## src/rtl/dq_pkg.sv

```systemverilog
package dq_pkg;

   localparam int DQ_SEL_W = 3;

   typedef enum logic [DQ_SEL_W-1:0] {
      SEL_BASE_LO = 3'd0,
      SEL_BASE_HI = 3'd1,
      SEL_LAST    = 3'd2,
      SEL_WPTR    = 3'd3,
      SEL_RPTR    = 3'd4,
      SEL_CTRL    = 3'd5
   } dq_sel_e;

   typedef enum logic {
      XF_IDLE = 1'b0,
      XF_BUSY = 1'b1
   } dq_xfer_e;

endpackage

```

## src/rtl/dq_regfile.sv

```systemverilog
module dq_regfile
   import dq_pkg::*;
#(
   parameter int HALF_W    = 16,
   parameter int PTR_W     = 16,
   parameter int REG_RDATA = 0
) (
   input  logic                clk,
   input  logic                rst_n,
   input  logic                reg_we,
   input  logic [DQ_SEL_W-1:0] reg_sel,
   input  logic [HALF_W-1:0]   reg_wdata,
   output logic [HALF_W-1:0]   reg_rdata,
   input  logic                busy,
   input  logic                adv,
   input  logic [PTR_W-1:0]    wp_next,
   output logic [2*HALF_W-1:0] base_addr,
   output logic [PTR_W-1:0]    last_idx,
   output logic [PTR_W-1:0]    wptr,
   output logic [PTR_W-1:0]    rptr,
   output logic                enable
);

   localparam int ADDR_W = 2 * HALF_W;

   logic [HALF_W-1:0] base_lo_q;
   logic [HALF_W-1:0] base_hi_q;
   logic [PTR_W-1:0]  last_q;
   logic [PTR_W-1:0]  wp_q;
   logic [PTR_W-1:0]  rp_q;
   logic              en_q;
   logic              wp_wr_ok;
   logic [HALF_W-1:0] rd_mux;

   // producer pointer is host-writable only when the engine is off and idle
   assign wp_wr_ok = !en_q && !busy;

   always_ff @(posedge clk or negedge rst_n) begin
      if (!rst_n) begin
         base_lo_q <= '0;
         base_hi_q <= '0;
         last_q    <= '0;
         wp_q      <= '0;
         rp_q      <= '0;
         en_q      <= 1'b0;
      end else begin
         if (reg_we) begin
            case (dq_sel_e'(reg_sel))
               SEL_BASE_LO: base_lo_q <= reg_wdata;
               SEL_BASE_HI: base_hi_q <= reg_wdata;
               SEL_LAST:    last_q    <= reg_wdata[PTR_W-1:0];
               SEL_WPTR:    if (wp_wr_ok) wp_q <= reg_wdata[PTR_W-1:0];
               SEL_RPTR:    rp_q      <= reg_wdata[PTR_W-1:0];
               SEL_CTRL:    en_q      <= reg_wdata[0];
               default:     ;
            endcase
         end
         if (adv) begin
            wp_q <= wp_next;
         end
      end
   end

   always_comb begin
      rd_mux = '0;
      case (dq_sel_e'(reg_sel))
         SEL_BASE_LO: rd_mux = base_lo_q;
         SEL_BASE_HI: rd_mux = base_hi_q;
         SEL_LAST:    rd_mux[PTR_W-1:0] = last_q;
         SEL_WPTR:    rd_mux[PTR_W-1:0] = wp_q;
         SEL_RPTR:    rd_mux[PTR_W-1:0] = rp_q;
         SEL_CTRL:    rd_mux[0] = en_q;
         default:     rd_mux = '0;
      endcase
   end

   generate
      if (REG_RDATA != 0) begin : g_rd_reg
         logic [HALF_W-1:0] rd_q;
         always_ff @(posedge clk or negedge rst_n) begin
            if (!rst_n) rd_q <= '0;
            else        rd_q <= rd_mux;
         end
         assign reg_rdata = rd_q;
      end else begin : g_rd_comb
         assign reg_rdata = rd_mux;
      end
   endgenerate

   assign base_addr = {base_hi_q, base_lo_q};
   assign last_idx  = last_q;
   assign wptr      = wp_q;
   assign rptr      = rp_q;
   assign enable    = en_q;

   generate
      if (ADDR_W != 2 * HALF_W) begin : g_bad_addr
         $error("dq_regfile: origin width mismatch");
      end
   endgenerate

endmodule

```

## src/rtl/dq_wrap_calc.sv

```systemverilog
module dq_wrap_calc #(
   parameter int PTR_W = 16
) (
   input  logic [PTR_W-1:0] wptr,
   input  logic [PTR_W-1:0] last_idx,
   input  logic [PTR_W-1:0] rptr,
   output logic [PTR_W-1:0] wp_next,
   output logic             full,
   output logic             not_empty
);

   localparam int EXT_W = PTR_W + 1;

   logic [EXT_W-1:0] inc_ext;
   logic [EXT_W-1:0] last_ext;
   logic             past_end;

   // one extra bit so that an all-ones pointer still compares above the index
   assign inc_ext  = {1'b0, wptr} + EXT_W'(1);
   assign last_ext = {1'b0, last_idx};
   assign past_end = inc_ext > last_ext;
   assign wp_next  = past_end ? '0 : inc_ext[PTR_W-1:0];

   assign full      = (wp_next == rptr);
   assign not_empty = (wptr != rptr);

endmodule

```

## src/rtl/dq_xfer_ctl.sv

```systemverilog
module dq_xfer_ctl
   import dq_pkg::*;
#(
   parameter int ADDR_W     = 32,
   parameter int PTR_W      = 16,
   parameter int DATA_W     = 32,
   parameter int BYTE_SHIFT = 2
) (
   input  logic              clk,
   input  logic              rst_n,
   input  logic              enable,
   input  logic              full,
   input  logic [ADDR_W-1:0] base_addr,
   input  logic [PTR_W-1:0]  wptr,
   input  logic              desc_valid,
   input  logic [DATA_W-1:0] desc_data,
   output logic              desc_ready,
   output logic              mem_valid,
   output logic [ADDR_W-1:0] mem_addr,
   output logic [DATA_W-1:0] mem_data,
   input  logic              mem_ready,
   output logic              busy,
   output logic              adv
);

   dq_xfer_e          state_q;
   logic [ADDR_W-1:0] addr_q;
   logic [DATA_W-1:0] data_q;
   logic [ADDR_W-1:0] ptr_ext;
   logic [ADDR_W-1:0] byte_ofs;
   logic [ADDR_W-1:0] slot_addr;
   logic              accept;

   always_comb begin
      ptr_ext = '0;
      ptr_ext[PTR_W-1:0] = wptr;
   end

   assign byte_ofs  = ptr_ext << BYTE_SHIFT;
   assign slot_addr = base_addr + byte_ofs;

   assign desc_ready = (state_q == XF_IDLE) && enable && !full;
   assign accept     = desc_valid && desc_ready;
   assign busy       = (state_q == XF_BUSY);
   assign adv        = busy && mem_ready;

   always_ff @(posedge clk or negedge rst_n) begin
      if (!rst_n) begin
         state_q <= XF_IDLE;
         addr_q  <= '0;
         data_q  <= '0;
      end else begin
         case (state_q)
            XF_IDLE: begin
               if (accept) begin
                  addr_q  <= slot_addr;
                  data_q  <= desc_data;
                  state_q <= XF_BUSY;
               end
            end
            XF_BUSY: begin
               if (mem_ready) begin
                  state_q <= XF_IDLE;
               end
            end
            default: state_q <= XF_IDLE;
         endcase
      end
   end

   assign mem_valid = busy;
   assign mem_addr  = addr_q;
   assign mem_data  = data_q;

endmodule

```

## src/rtl/dq_wptr_mgr.sv

```systemverilog
module dq_wptr_mgr
   import dq_pkg::*;
#(
   parameter int HALF_W     = 16,
   parameter int PTR_W      = 16,
   parameter int DATA_W     = 32,
   parameter int WORD_BYTES = 4,
   parameter int REG_RDATA  = 0
) (
   input  logic                clk,
   input  logic                rst_n,
   input  logic                reg_we,
   input  logic [2:0]          reg_sel,
   input  logic [HALF_W-1:0]   reg_wdata,
   output logic [HALF_W-1:0]   reg_rdata,
   input  logic                desc_valid,
   input  logic [DATA_W-1:0]   desc_data,
   output logic                desc_ready,
   output logic                mem_valid,
   output logic [2*HALF_W-1:0] mem_addr,
   output logic [DATA_W-1:0]   mem_data,
   input  logic                mem_ready,
   output logic                q_full,
   output logic                q_not_empty
);

   localparam int ADDR_W     = 2 * HALF_W;
   localparam int BYTE_SHIFT = $clog2(WORD_BYTES);

   generate
      if (PTR_W < 1 || PTR_W > HALF_W) begin : g_bad_ptr
         $error("dq_wptr_mgr: PTR_W must be 1..HALF_W");
      end
      if (WORD_BYTES < 1 || (1 << BYTE_SHIFT) != WORD_BYTES) begin : g_bad_word
         $error("dq_wptr_mgr: WORD_BYTES must be a power of two");
      end
      if (PTR_W + BYTE_SHIFT > ADDR_W) begin : g_bad_span
         $error("dq_wptr_mgr: ring span exceeds address width");
      end
   endgenerate

   logic [ADDR_W-1:0] base_addr;
   logic [PTR_W-1:0]  last_idx;
   logic [PTR_W-1:0]  wptr_q;
   logic [PTR_W-1:0]  rptr_q;
   logic [PTR_W-1:0]  wp_next;
   logic              ctl_en;
   logic              full;
   logic              not_empty;
   logic              busy;
   logic              adv;

   dq_regfile #(
      .HALF_W    (HALF_W),
      .PTR_W     (PTR_W),
      .REG_RDATA (REG_RDATA)
   ) u_regs (
      .clk       (clk),
      .rst_n     (rst_n),
      .reg_we    (reg_we),
      .reg_sel   (reg_sel),
      .reg_wdata (reg_wdata),
      .reg_rdata (reg_rdata),
      .busy      (busy),
      .adv       (adv),
      .wp_next   (wp_next),
      .base_addr (base_addr),
      .last_idx  (last_idx),
      .wptr      (wptr_q),
      .rptr      (rptr_q),
      .enable    (ctl_en)
   );

   dq_wrap_calc #(
      .PTR_W (PTR_W)
   ) u_wrap (
      .wptr      (wptr_q),
      .last_idx  (last_idx),
      .rptr      (rptr_q),
      .wp_next   (wp_next),
      .full      (full),
      .not_empty (not_empty)
   );

   dq_xfer_ctl #(
      .ADDR_W     (ADDR_W),
      .PTR_W      (PTR_W),
      .DATA_W     (DATA_W),
      .BYTE_SHIFT (BYTE_SHIFT)
   ) u_xfer (
      .clk        (clk),
      .rst_n      (rst_n),
      .enable     (ctl_en),
      .full       (full),
      .base_addr  (base_addr),
      .wptr       (wptr_q),
      .desc_valid (desc_valid),
      .desc_data  (desc_data),
      .desc_ready (desc_ready),
      .mem_valid  (mem_valid),
      .mem_addr   (mem_addr),
      .mem_data   (mem_data),
      .mem_ready  (mem_ready),
      .busy       (busy),
      .adv        (adv)
   );

   assign q_full      = full;
   assign q_not_empty = not_empty;

endmodule

```

## config.mk

```make
export PLATFORM = sky130hd
export DESIGN_NAME = dq_wptr_mgr
export DESIGN_NICKNAME = d
export VERILOG_FILES = /design/src/rtl/dq_pkg.sv /design/src/rtl/dq_regfile.sv /design/src/rtl/dq_wrap_calc.sv /design/src/rtl/dq_xfer_ctl.sv /design/src/rtl/dq_wptr_mgr.sv
export SDC_FILE = /design/constraint.sdc
export NUM_CORES = 1
export LEC_CHECK = 0
export CORE_ASPECT_RATIO = 0.7
export CORE_MARGIN = 2
export CORE_UTILIZATION = 50
export DETAILED_ROUTE_END_ITERATION = 12
export PLACE_DENSITY_LB_ADDON = 0.08
export SYNTH_ARGS = -nofsm -noshare
export SYNTH_HDL_FRONTEND = slang
export SYNTH_HIERARCHICAL = 1
export SYNTH_SLANG_ARGS = --single-unit
```

## constraint.sdc

```tcl
create_clock -name clk -period 5.05 [get_ports clk]
set_input_delay 1.2625 -clock clk [delete_from_list [all_inputs] [get_ports clk]]
set_output_delay 1.2625 -clock clk [all_outputs]
set_load 0.02 [all_outputs]
```

* Word level (Yosys, flattened, before mapping)
Index checks and enable logic that the tools add are counted.
** Operators by class
- Add/sub/neg operators :: 2
- Order comparisons :: 1
- Eq/ne operators :: 7
- Multiplexer cells :: 10
- Bitwise logic cells :: 1
- Reductions and logical operators :: 19
** Operators with widths (count)
- two-way mux 16 bit :: 5
- case mux 15 bit (5 select lines) :: 1
- adder 32 x 18 -> 32 bit :: 1
- adder 16 x 1 -> 17 bit (second input constant) :: 1
- greater-than comparator 17 x 16 -> 1 bit :: 1
- == test 16 bit :: 1
- != test 16 bit :: 1
- AND reduction 2 bit :: 6
- == test 3 x 2 -> 1 bit (second input constant) :: 2
- == test 3 bit (second input constant) :: 2
- case mux 1 bit (6 select lines) :: 1
- nonzero test 2 bit :: 3
- logical AND 1 bit :: 5
- == test 3 x 1 -> 1 bit (second input constant) :: 1
- logical NOT 1 bit :: 3
- logical NOT 3 bit :: 1
- AND reduction 3 bit :: 1
- two-way mux 1 bit :: 2
- case mux 1 bit (2 select lines) :: 1
- NOT 1 bit :: 1
** Word-level totals
- Register bits after elaboration :: 146
- Output and inout port bits :: 84
- Word-level logic and storage cells :: 49

* Depth between registers and ports, before layout
- Depth after elaboration :: 9
- Gate-level depth with buffers :: 22
- Depth with buffers taken out :: 20

* Hierarchy
The synthesis kept the hierarchy.
** Modules (own cells, without submodules)
- dq_regfile :: times used 1, cells each 329, area an instance 4110.2 µm², sequential area each 2026.9 µm²
- dq_xfer_ctl :: times used 1, cells each 425, area an instance 3574.7 µm², sequential area each 1626.6 µm²
- dq_wrap_calc :: times used 1, cells each 203, area an instance 1421.4 µm², sequential area each 0.0 µm²

* Least setup slack after synthesis
Ideal clock, no wire load.
- Kind :: register to output
- Start :: register u_regs.wp_q[0], in the netlist u_regs/wptr[0]
- End :: output port desc_ready
- Data arrival time :: 4.068 ns
- Slack :: -0.280 ns
- Stages on the path, launching flop included :: 16
- Buffers on the path :: 1
- Cells stage by stage :: dfrtp_1 > ha_1 > nand3_1 > nor4_2 > xnor2_1 > inv_1 > ha_1 > a21oi_1 > a21oi_1 > a221o_1 > a21o_1 > buf_4 > nor4b_2 > o31ai_1 > a2111oi_2 > nor3b_1
** Between the ends
- Cells in the longest elaborated chain, start to end :: 6
** RTL lines
- from (decl) :: line dq_regfile.sv:29 : logic [PTR_W-1:0] wp_q;
- from (signal assigned) :: line dq_regfile.sv:52 : SEL_WPTR: if (wp_wr_ok) wp_q <= reg_wdata[PTR_W-1:0];
- from (signal assigned) :: line dq_regfile.sv:59 : wp_q <= wp_next;
- adder 16 x 1 -> 17 bit (*) :: line dq_wrap_calc.sv:19 : assign inc_ext = {1'b0, wptr} + EXT_W'(1);
- greater-than comparator 17 x 16 -> 1 bit :: line dq_wrap_calc.sv:21 : assign past_end = inc_ext > last_ext;
- two-way mux 16 bit (*) :: line dq_wrap_calc.sv:22 : assign wp_next = past_end ? '0 : inc_ext[PTR_W-1:0];
- == test 16 bit (*) :: line dq_wrap_calc.sv:24 : assign full = (wp_next == rptr);
- named net q_full :: line dq_wptr_mgr.sv:23 : output logic q_full,
- logical NOT 1 bit (*) :: line dq_xfer_ctl.sv:42 : assign desc_ready = (state_q == XF_IDLE) && enable && !full;
- logical AND 1 bit (*) :: line dq_xfer_ctl.sv:42
- to (decl) :: line dq_wptr_mgr.sv:18 : output logic desc_ready,
Mark *: on every way through the listed nets, which the timed path passes. The rest lies on a longest branch.

* Worst setup path after layout
- Start :: register u_regs.wp_q[3], in the netlist u_regs/wptr[3]
- End :: output port desc_ready
** Between the ends
- Cells in the longest elaborated chain, start to end :: 6
** RTL lines (line)
- adder 16 x 1 -> 17 bit (*) :: dq_wrap_calc.sv:19
- greater-than comparator 17 x 16 -> 1 bit :: dq_wrap_calc.sv:21
- two-way mux 16 bit (*) :: dq_wrap_calc.sv:22
- == test 16 bit (*) :: dq_wrap_calc.sv:24
- logical NOT 1 bit (*) :: dq_xfer_ctl.sv:42
- logical AND 1 bit (*) :: dq_xfer_ctl.sv:42
Mark *: on every way between the ends. The rest lies on a longest branch, timed or not.

==> results.cfg <==
[layout]
final_cell_mix = nand2_1, dfrtp_1, clkdlybuf4s50_1
syn_to_final_growth_pct = 34.6
fin_util = 0.683
seqCellArea_mm2 = 0.00366
fillCellCount = 1453
nets = 1253
drive_gt1_frac = 0.226
num_antenna_cells = 0
instances_no_fill = 1412
multi_input_area_mm2 = 0.00536
final_common_cell = nand2_1

[clock_tree]
htreeDepth = 4
clkLatencyLatePin_ns = 0.44
path_clk_slew_ns = 0.07
cts_tree = yes
cts_buffer_depth = 2
root_buffer = clkbuf_16
numCtsBuffers = 17
clock_sinks = 146

[hold_path]
hold_path.class = reg -> reg
hp-start = u_xfer/mem_data[27]$_DFFE_PN0P_
hold_end = u_xfer/mem_data[27]$_DFFE_PN0P_
hold_depth = 2

[floorplan]
core-area_mm2 = 0.0180
start_util = 0.507
die_h_um = 117
rows = 41
die_area_mm2 = 0.0193
die_w_um = 165
num_io_pins = 140

[synthesis]
syn_area_per_cell_um2 = 9.52
yosysUniqueCellTypes = 80
synth_area_mm2 = 0.00911
post-synth-top-area-fraction = 0.401
synthesis.nets = 1047
ys.warnings.count = 6
syn_inst = 957
synth-main-ff-cell = dfrtp_1
synthTopCellsByArea = dfrtp_1, mux2_2, nand2_1
synth_area_leader_cell = dfrtp_1
synth_edf_count = 0
async_flop_share = 1.00
synth_seq_cells = 146
ys_seq_area_frac = 0.401

[flow_run]
maxCapViolCount = 0

[place]
gp_congestion = 0.956
dp_hpwl_um = 21600
dp_slack_ns = -0.513
io_buffers = 139
placedCellCount = 1359

[detailed_routing]
viasPerCell = 5.88
drt-total-wl_um = 30100
drc_errors = 0
wl_per_cell_um = 21.3
firstDrtPassIters = 5
drt_iter0_drc = 1005
num_vias = 8303
ant_nets = 0

[critical_path]
path_class = reg -> out
cp-start-kind = flop
reg2regPathDepth = 24
cp.buffers_inverters = 5
cp-end-kind = primary output
path_cells = nand4_4 > nor2_2 > buf_6 > nand4_1 > xor2_2 > inv_2 > ha_4 > inv_4 > nor3_4 > a221o_1 > buf_6 > a22oi_2 > o32ai_4 > o211ai_1 > a2111oi_4 > nor3b_2 > buf_4
r2r-end = u_xfer/mem_data[13]$_DFFE_PN0P_
reg2reg_from = u_regs/wptr[3]$_DFFE_PN0P_
slowest_stage = a2111oi_4
cp_top_family = compound AO/OA/AOI/OAI gates
path_common_cell = buf_6
path_max_fanout = 5
r2r_slack_ns = 0.24
required_ns = 3.79
slowest_delay_ns = 0.45
cp.arrival_ns = 4.20

[timing]
final.setup.worst_slack_ns = -0.414
tightest_slew_ns = 1.13
holdWs_ns = 0.478
fmax_mhz = 183
min_period_over_period = 1.08
maxSlewHeadroom = 0.246
final_max_slew_viol_count = 0
setup_viol = 2
hold_violations = 0
rsz0062_at_grt = yes
fin_worst_skew_ns = 0.0129
layout_min_cycle_time_ns = 5.46

[pwr]
p_leak_uw = 0.00532
p_total_uw = 7840
p_per_area_mw_per_mm2 = 640
worst_ir_drop_vdd_mv = 0.276

[global_routing]
grt_max_degree = 89
grt_first_pass_wirelength_um = 45300
grt_usage = 0.316
grt_pass1_vias = 7643
gr-total-overflow = 0
antenna_found_initial = 0

[outcome]
status = finished, violations left
violations = setup timing
## timing repair
action / CTS / global route
hold buffers: 0 / 0
setup buffers: 16 / 5
gates cloned: 0 / 1
endpoints found under the setup margin: 2 / 39
resized for setup: 49 / 22
pin swaps: 20 / 15
hold endpoints to repair: 0 / 0
## per-stage QoR
stage,TNS [ns],cell area (µm²)
global route,-0.943,12300
CTS,-0.588,12100
floorplan,0,9130
finish,-0.756,12300
global placement,-0.852,11200
detailed placement,-1.02,11200
## synthesized netlist by cell type, types with 19 or more instances
| master | number |
|---|---|
| nor2b_1 | 19 |
| nand2_1 | 162 |
| mux2i_1 | 34 |
| nand3_1 | 22 |
| xor2_1 | 20 |
| clkbuf_1 | 28 |
| inv_1 | 40 |
| o21ai_0 | 69 |
| mux2_2 | 56 |
| ha_1 | 33 |
| a31oi_1 | 21 |
| nor2_1 | 35 |
| xnor2_1 | 39 |
| dfrtp_1 | 146 |
| a21oi_1 | 41 |
## worst register-to-register path, delay by kind of cell (launching register included)
kind | cells | cell delay (ns)
and+or+nand+nor | 8 | 1.16
buffers and inverters | 9 | 1.29
AOI/OAI and AO/OA | 5 | 1.32
xor gates and xnor gates | 1 | 0.28
DFF | 1 | 0.42
adders and majority gates | 1 | 0.30
## cell type report
class / instances / area share
Clock buffer: 17 / 0.0347
Tap cell: 236 / 0.0241
Inverter: 41 / 0.0128
Clock inverter: 15 / 0.0169
Multi-Input combinational cell: 724 / 0.437
Timing Repair Buffer: 233 / 0.176
Sequential cell: 146 / 0.298
## cell families (layout without fill, tap and decap cells)
kind of cell | count (synthesis) | in the layout | share of synthesized area
compound gates | 212 | 213 | 0.150
fa+ha+maj | 34 | 34 | 0.0475
mux | 100 | 100 | 0.123
simple gates | 318 | 318 | 0.177
buf+inv | 88 | 306 | 0.0447
flops | 146 | 146 | 0.401
xor+xnor | 59 | 59 | 0.0567
## power by group
part	total, µW	internal, µW	switching [µW]
combinational	4420	2060	2370
sequential	2020	1590	425
clock	1400	804	595
## state kept, by name (all words and copies together), names as in the netlist
| name | count |
|---|---|
| u_xfer/mem_data | 32 |
| u_regs/rptr | 16 |
| u_regs/base_hi_q | 16 |
| u_regs/enable | 1 |
| u_regs/wptr | 16 |
| u_regs/base_lo_q | 16 |
| u_regs/last_idx | 16 |
| u_xfer/mem_addr | 32 |
| u_xfer/busy | 1 |
## layer usage
| metal | routed length, µm | share of wire | vias up | GRT usage |
|---|---|---|---|---|
| met4 | 367 | 0.012 | 0 | 0.0678 |
| met1 | 13800 | 0.46 | 4054 | 0.478 |
| met5 | 0 | 0 | - | 0 |
| met2 | 12600 | 0.42 | 414 | 0.443 |
| met3 | 3320 | 0.11 | 39 | 0.0987 |
| li1 | - | - | 3796 | - |
## worst max-delay path by stage
stage	from	to	slack, ns	cells after the start
after floorplan	u_regs/wptr[0]$_DFFE_PN0P_	desc_ready	0.06	15
after detailed placement	u_regs/wptr[3]$_DFFE_PN0P_	q_full	-0.51	15
after global placement	u_regs/wptr[0]$_DFFE_PN0P_	q_full	-0.43	14
final	u_regs/wptr[3]$_DFFE_PN0P_	desc_ready	-0.41	17
after global routing	u_regs/wptr[4]$_DFFE_PN0P_	desc_ready	-0.51	17
after CTS	u_regs/wptr[3]$_DFFE_PN0P_	desc_ready	-0.32	17
Power figures use the tool's default switching activity.
